==> config.mk <==
export PLATFORM = sky130hd
export DESIGN_NAME = fetch_thread_sel
export DESIGN_NICKNAME = d
export VERILOG_FILES = /design/src/rtl/fts_pkg.sv /design/src/rtl/fts_occ_ctr.sv /design/src/rtl/fts_cap.sv /design/src/rtl/fts_pick.sv /design/src/rtl/fetch_thread_sel.sv
export SDC_FILE = /design/constraint.sdc
export NUM_CORES = 1
export LEC_CHECK = 0
export CAP_MARGIN = 40
export CORE_ASPECT_RATIO = 1.5
export CORE_MARGIN = 2
export CORE_UTILIZATION = 35
export DETAILED_ROUTE_END_ITERATION = 16
export GPL_ROUTABILITY_DRIVEN = 0
export SLEW_MARGIN = 20
export SYNTH_ARGS = -nofsm -noshare
export SYNTH_HDL_FRONTEND = slang
export SYNTH_SLANG_ARGS = --single-unit
export TNS_END_PERCENT = 10
==> constraint.sdc <==
create_clock -name clk -period 13.4 [get_ports clk]
set_clock_uncertainty 0.05 [all_clocks]
set_input_delay 2.68 -clock clk [delete_from_list [all_inputs] [get_ports clk]]
set_output_delay 2.68 -clock clk [all_outputs]
set_load 0.01 [all_outputs]
==> src/rtl/fts_pkg.sv <==
package fts_pkg;
  // Integer share of a window of win entries among n users (n >= 1).
  function automatic int win_share(input int win, input int n);
    return (n < 1) ? win : win / n;
  endfunction
endpackage

==> src/rtl/fts_occ_ctr.sv <==
module fts_occ_ctr #(
  parameter int OW = 5,
  parameter int CW = 3
) (
  input  logic          clk,
  input  logic          rst_n,
  input  logic          flush,
  input  logic [CW-1:0] disp,
  input  logic [CW-1:0] ret,
  output logic [OW-1:0] occ
);
  logic [OW-1:0] occ_n;
  logic          occ_en;

  always_comb begin
    occ_en = flush || (disp != ret);
    if (flush) occ_n = '0;
    else       occ_n = occ + OW'(disp) - OW'(ret);
  end

  always_ff @(posedge clk or negedge rst_n) begin
    if (!rst_n)      occ <= '0;
    else if (occ_en) occ <= occ_n;
  end
endmodule

==> src/rtl/fts_cap.sv <==
module fts_cap #(
  parameter int NTHR = 4,
  parameter int WIN  = 16,
  parameter int OW   = 5
) (
  input  logic [NTHR-1:0] active,
  output logic [OW-1:0]   cap
);
  import fts_pkg::*;
  int nact;

  always_comb begin
    nact = $countones(active);
    cap  = OW'(WIN);
    for (int k = 2; k <= NTHR; k++) begin
      if (nact == k) cap = OW'(win_share(WIN, k));
    end
  end
endmodule

==> src/rtl/fts_pick.sv <==
module fts_pick #(
  parameter int NTHR = 4,
  parameter int OW   = 5,
  parameter int TW   = 2
) (
  input  logic [NTHR-1:0]         elig,
  input  logic [NTHR-1:0]         spin,
  input  logic [NTHR-1:0][OW-1:0] occ,
  input  logic [TW-1:0]           ptr,
  output logic [TW-1:0]           sel,
  output logic                    vld
);
  logic [NTHR-1:0] calm;
  logic [NTHR-1:0] pool;
  logic [OW-1:0]   best;
  logic [TW-1:0]   idx;

  always_comb begin
    calm = elig & ~spin;
    pool = (calm != '0) ? calm : elig;
    vld  = 1'b0;
    best = '0;
    sel  = '0;
    idx  = '0;
    for (int i = 0; i < NTHR; i++) begin
      idx = TW'((int'(ptr) + i) % NTHR);
      if (pool[idx] && (!vld || occ[idx] < best)) begin
        vld  = 1'b1;
        best = occ[idx];
        sel  = idx;
      end
    end
  end
endmodule

==> src/rtl/fetch_thread_sel.sv <==
module fetch_thread_sel #(
  parameter int NTHR = 4,
  parameter int WIN  = 16,
  parameter int CW   = 3,
  localparam int OW  = $clog2(WIN + 1),
  localparam int TW  = $clog2(NTHR)
) (
  input  logic             clk,
  input  logic             rst_n,
  input  logic [NTHR-1:0]  thr_active,
  input  logic [NTHR-1:0]  thr_stall,
  input  logic [NTHR-1:0]  thr_spin,
  input  logic [NTHR*CW-1:0] disp_cnt,
  input  logic [NTHR*CW-1:0] ret_cnt,
  input  logic [NTHR-1:0]  thr_flush,
  output logic [TW-1:0]    fetch_tid,
  output logic             fetch_vld
);
  logic [1:0]             rst_sync;
  logic                   rst_q;
  logic [NTHR-1:0][OW-1:0] occ;
  logic [OW-1:0]          cap;
  logic [NTHR-1:0]        elig;
  logic [TW-1:0]          ptr;
  logic [TW-1:0]          ptr_n;
  logic                   ptr_en;

  // Reset: assert asynchronously, release after two clock edges.
  always_ff @(posedge clk or negedge rst_n) begin
    if (!rst_n) rst_sync <= 2'b00;
    else        rst_sync <= {rst_sync[0], 1'b1};
  end
  assign rst_q = rst_sync[1];

  for (genvar t = 0; t < NTHR; t++) begin : g_thr
    fts_occ_ctr #(.OW(OW), .CW(CW)) u_ctr (
      .clk  (clk),
      .rst_n(rst_q),
      .flush(thr_flush[t]),
      .disp (disp_cnt[t*CW +: CW]),
      .ret  (ret_cnt[t*CW +: CW]),
      .occ  (occ[t])
    );
    assign elig[t] = thr_active[t] && !thr_stall[t] && (occ[t] < cap);
  end

  fts_cap #(.NTHR(NTHR), .WIN(WIN), .OW(OW)) u_cap (
    .active(thr_active),
    .cap   (cap)
  );

  fts_pick #(.NTHR(NTHR), .OW(OW), .TW(TW)) u_pick (
    .elig(elig),
    .spin(thr_spin),
    .occ (occ),
    .ptr (ptr),
    .sel (fetch_tid),
    .vld (fetch_vld)
  );

  always_comb begin
    ptr_en = fetch_vld;
    if (int'(fetch_tid) == NTHR - 1) ptr_n = '0;
    else                             ptr_n = fetch_tid + TW'(1);
  end

  always_ff @(posedge clk or negedge rst_q) begin
    if (!rst_q)      ptr <= '0;
    else if (ptr_en) ptr <= ptr_n;
  end
endmodule

# == Word-level counts from Yosys, hierarchy flattened ==
# Cells that the tools add are included.
# totals
latchBits,0
reg_bits,24
romBits,0
mem_bits_rw,0
inputBits,42
n_memories,0
output_inout_bits,3
word_cells,104
# classes
n_mux,36
shift,0
div_mod_pow,0
multipliers,0
n_eq_ne,8
bitwise,2
n_reduce_logical,26
add_sub_neg,15
order_cmp,11
# ops
op,count
5-bit 2-to-1 mux,14
32-bit by 3-bit equality test with 1-bit output (second input constant),2
5-bit binary-select mux with 2-bit select,4
5-bit < comparator,7
32-bit adder,1
32-bit by 4-bit equality test with 1-bit output (second input constant),1
5-bit by 3-bit adder with 5-bit output,4
5-bit by 3-bit subtractor with 5-bit output,4
2-bit by 3-bit < comparator with 1-bit output (second input constant),4
3-bit inequality test,4
1-bit logical AND,11
2-bit 2-to-1 mux,5
1-bit binary-select mux with 2-bit select,4
1-bit 2-to-1 mux,8
1-bit logical NOT,7
1-bit logical OR,7
1-bit by 1-bit adder with 2-bit output,2
2-bit by 1-bit adder with 2-bit output (second input constant),2
2-bit adder (second input constant),2
4-bit bitwise AND,1
4-bit 2-to-1 mux,1
4-bit NOT,1
4-bit nonzero test,1
2-bit by 1-bit equality test with 1-bit output (second input constant),1

# == Depth between registers and ports, before layout ==
# Gate-level depths: netlist of the first run.
# depth
word_depth,28
mapped_depth,47

# == Modules after synthesis ==
# From an unflattened synthesis of the first run, not the netlist that was laid out.
# unflattened
hier_cells,524
area_unflattened_um2,4346.7
# by_module_without_submodules
module,seq_area_each_um2,cells_per_inst,n_inst,area_each_um2
fts_pick,0.0,236,1,1741.7
fts_occ_ctr at g_thr[0].u_ctr ...,125.1,53,3,488.0
fetch_thread_sel,100.1,61,1,528.0
fts_occ_ctr at g_thr[3].u_ctr,125.1,53,1,495.5
fts_cap,0.0,15,1,117.6

# == Worst setup path after synthesis of the first run ==
# No wires, ideal clock.
# synth_timing
path_kind,input to output
from,in thr_active[2]
to,out fetch_tid[0]
path_slack_ns,-0.251
arrival_time_ns,10.921
cell_stages,44
t_required_ns,10.670
path_cell_list,ha_1 -> ha_1 -> fa_1 -> and3b_4 -> a21oi_1 -> nand2_1 -> ha_1 -> nand2_1 -> o211ai_1 -> or2_2 -> o32ai_2 -> a21oi_1 -> a21oi_1 -> o211ai_1 -> ha_1 -> a21oi_1 -> nor2_1 -> a211oi_1 -> [... 8 more ...] -> a21o_1 -> a21oi_1 -> and2_2 -> and2b_4 -> a21oi_1 -> nand2_1 -> o21ai_0 -> ha_1 -> a21oi_1 -> nor2b_1 -> o21ai_0 -> or2b_2 -> nor3_1 -> a41o_1 -> a21o_2 -> nand2_1 -> o2111a_1 -> a21oi_2
# synth_via
elab_chain_cells,26
elab_cells_between_ends,50
cone_classes,add/sub (2); order compare (7); eq/ne (3); mux (22); bitwise (1); reduce/logical (15)
# synth_lines
element,line,rtl
"start, declared",fetch_thread_sel.sv:10,"input logic [NTHR-1:0] thr_active,"
1-bit by 1-bit adder with 2-bit output (implied by the code),fts_cap.sv:13,nact = $countones(active);
32-bit adder (implied by the code),fts_cap.sv:13,
32-bit by 3-bit equality test with 1-bit output,fts_cap.sv:16,"if (nact == k) cap = OW'(win_share(WIN, k));"
5-bit 2-to-1 mux (3 in series),fts_cap.sv:16,
5-bit < comparator,fetch_thread_sel.sv:44,assign elig[t] = thr_active[t] && !thr_stall[t] && (occ[t] < cap);
1-bit logical AND,fetch_thread_sel.sv:44,
4-bit bitwise AND,fts_pick.sv:19,calm = elig & ~spin;
4-bit nonzero test,fts_pick.sv:20,pool = (calm != '0) ? calm : elig;
[... 8 more ...],--,
5-bit < comparator or 1-bit logical NOT (tied branches),fts_pick.sv:27,if (pool[idx] && (!vld || occ[idx] < best)) begin
1-bit logical OR,fts_pick.sv:27,
1-bit logical AND,fts_pick.sv:27,
5-bit 2-to-1 mux or 1-bit 2-to-1 mux (tied branches),fts_pick.sv:27,
5-bit < comparator or 1-bit logical NOT (tied branches),fts_pick.sv:27,
1-bit logical OR,fts_pick.sv:27,
1-bit logical AND,fts_pick.sv:27,
2-bit 2-to-1 mux *,fts_pick.sv:27,
"end, declared",fetch_thread_sel.sv:16,"output logic [TW-1:0] fetch_tid,"
# Every way passes the cells marked *; elsewhere a longest branch is shown, timed or not. The select of a mux whose other input is x is not followed.

# == Worst setup path in the final report of the first run ==
# layout_timing
from,in thr_active[3]
to,out fetch_tid[1]
# Same word-level chain as after synthesis.

==> results of run 1 <==
per-stage QoR:
stage | power [mW] | utilization, % | setup WS (ps) | cell area, um^2 | hold slack [ps]
after floorplan | 0.862 | - | 28.0 | 4020 | 230
after global placement | 1.17 | 43.8 | -1130 | 4860 | 285
after detailed placement | 1.19 | 43.9 | -1480 | 4880 | 144
after CTS | 1.45 | 47.8 | 1.91 | 5310 | 152
after global routing | 1.65 | 48.5 | -428 | 5390 | 196
final | 1.51 | 48.5 | 55.0 | 5390 | 152
where the power goes:
| part | internal (mW) | switching [mW] | total (mW) |
|---|---|---|---|
| Sequential | 0.0979 | 0.0503 | 0.148 |
| Combinational | 0.649 | 0.628 | 1.28 |
| Clock | 0.0593 | 0.0243 | 0.0836 |
| Total | 0.807 | 0.703 | 1.51 |
kinds of logic (layout without fill, tap and decap cells):
group	after synthesis	after routing	share of synthesized area (%)
AO/OA/AOI/OAI	123	123	21.6
other	1	1	0.0937
adder cells (fa/ha/maj)	68	68	23.7
buffers and inverters	82	181	9.25
multiplexers	25	25	9.10
AND/OR/NAND/NOR	136	136	17.3
flip-flops	24	24	15.0
XOR/XNOR	18	18	3.94
placed cells by master, fill, tap and decap left out, types with 5 or more instances in the layout:
cell type        instances
mux4_2                   9
or3_1                    7
a211oi_1                 6
inv_1                   66
o211ai_1                11
buf_6                    5
clkdlybuf4s50_1         38
nor3_1                   5
nand2_1                 33
fa_1                    12
dfrtp_1                 24
and3_1                   5
nand3_1                  6
mux2i_1                 15
nor2_1                  38
a21oi_2                 10
nand4_1                  5
xnor2_1                  9
ha_1                    50
a21oi_1                 25
a21o_1                  12
o21ai_0                 17
xor2_1                   9
buf_4                   60
area by class of cell:
class | count | area [um^2]
repair buffers | 110 | 950
clock inverters | 1 | 30.0
well taps | 147 | 184
flip-flops and latches | 24 | 601
multi-input cells | 371 | 3300
fillers | 1040 | 5720
clock buffers | 3 | 75.1
inverters | 67 | 251
worst max-delay path: cells and delay by family:
family | cells | cell delay [ps]
buffers and inverters | 7 | 820
AOI/OAI and AO/OA | 20 | 3130
adders and majority gates | 7 | 2150
and+or+nand+nor | 13 | 1810
state kept, by name, indices dropped and copies added (netlist names), named ones only:
register	flops
g_thr.u_ctr.occ	20
ptr	1
rst_sync	2
final timing paths:
kind,cells after the start,from,to
setup / recovery,47,thr_active[3],fetch_tid[1]
hold / removal,0,rst_sync[1],g_thr[3].u_ctr.occ[4]
setup reg to reg,44,g_thr[2].u_ctr.occ[4],ptr[1]
hold reg to reg,0,rst_sync[1],g_thr[3].u_ctr.occ[4]
max in group asynchronous,1,rst_n,rst_sync[1]
min in group clk,0,rst_sync[0],rst_sync[1]
layer usage:
metal	part of all wire, %	track usage [%]	vias to the layer above
met5	0	0	-
met4	2.5	5.39	0
met3	2.6	1.28	20
met2	56	36.5	74
met1	39	20.6	1857
li1	-	-	1891
repair_timing:
action,CTS,global route
endpoints found under the setup margin,2,2
gates resized for setup,67,6
pin swaps,37,12
buffers inserted,15,5
==> impl_metrics.csv, run 1 <==
group,metric,value,unit
synth,seq_area_frac_synth,15.0,%
placement,dpl.cell_count,699,
timing,finalCriticalPeriod,13340,ps
synth,synth_cell_type_count,70,
synth,synth_most_common_cell,"inv_1",
timing,slew-limit-headroom,62.7,%
critical_path,slowest_delay,550,ps
timing,fmax,0.0749,GHz
critical_path,cp-end-kind,"output pin",
synth,synth_nets,587,
clocking,clockRootBuffer,"clkbuf_16",
cells_and_area,drive_gt1_share,25.0,%
critical_path,cp_data_arrival_time,10610,ps
routing,wl_per_cell,15.3,um
power,cellLeakagePower,2.55,nW
clocking,clk_latency,250,ps
floorplan,dieArea,12300,um^2
power,p_per_area,280,nW/um^2
floorplan,die_w,91.3,um
critical_path,path_common_cell,"a21oi_2",
cells_and_area,stdcell_count,723,
job,maxCapViolations,0,
floorplan,io_pins,45,
clocking,cts_made_buffers,3,
routing,drt_iter0_drc,169,
timing,fin_setup_tns,0,ps
global_route,grt_pass1_wl,18700,um
synth,async_flop_share,100,%
timing,hold_viol_final,0,
clocking,tritoncts,"built",
synth,postSynthCellCount,477,
synth,synth_edf_count,0,
floorplan,rows,47,
cells_and_area,area_growth,34.7,%
cells_and_area,nets,687,
timing,rsz0062_at_grt,"true",
floorplan,core,11100,um^2
placement,dp_hpwl,9180,um
synth,ys_ff_latch,24,
routing,postRouteAntennaNets,0,
synth,yosys_warnings,0,
critical_path,start_kind,"input pin",
synth,synth_top_area_share,17.2,%
synth,synth.area.top_cells,"ha_1, dfrtp_1, fa_1",
routing,drt-pass1-iter-count,4,
synth,synthTopCellsByCount,"inv_1, ha_1, nor2_1",
clocking,hold_buffers,0,
routing,wirelength,11100,um
synth,postSynthAreaPerCell,8.39,um^2
critical_path,cp.required,10670,ps
power,ir_drop,0.000119,V
clocking,clk_path_buf_depth,2,
critical_path,worstPathMaxFanout,7,
floorplan,initial_core_util,36.0,%
critical_path,crit_slowest_cell,"fa_2",
timing,slew_violations,0,
critical_path,rrSetupSlack,6030,ps
placement,numPortBuffers,44,
timing,timing.final.crit_share,99.6,%
global_route,grt_start_max_net_pins,38,
critical_path,critical_path_class,"input pin to output pin",
synth,syn-cell-area,4000,um^2
global_route,antenna_found_initial,0,
timing,tightest_slew,554,ps
routing,drc,0,
global_route,track_usage,18.4,%
synth,synthFlopType,"dfrtp_1",
global_route,grt_pass1_vias,3978,
timing,setup_viol,0,
min_path,hold_path_class,"flop to async pin",
cells_and_area,antenna_cells,0,
floorplan,die_h,135,um
clocking,clk_pin_slew,60,ps
routing,viasPerCell,5.31,
clocking,htree_levels,1,
clocking,cts.sink_count,24,
global_route,grt_overflow_total,0,
run_status,status,"complete, no violations",
routing,vias,3842,
synth,synth_top_cell_by_area,"ha_1",
(Power assumes the default switching activity.)
==> run 2, diff against run 1 <==
Settings changed: CTS_CLUSTER_SIZE from default to 10.
==> results of run 2 <==
The final DEF is identical to that of run 1; final timing and power are the same.
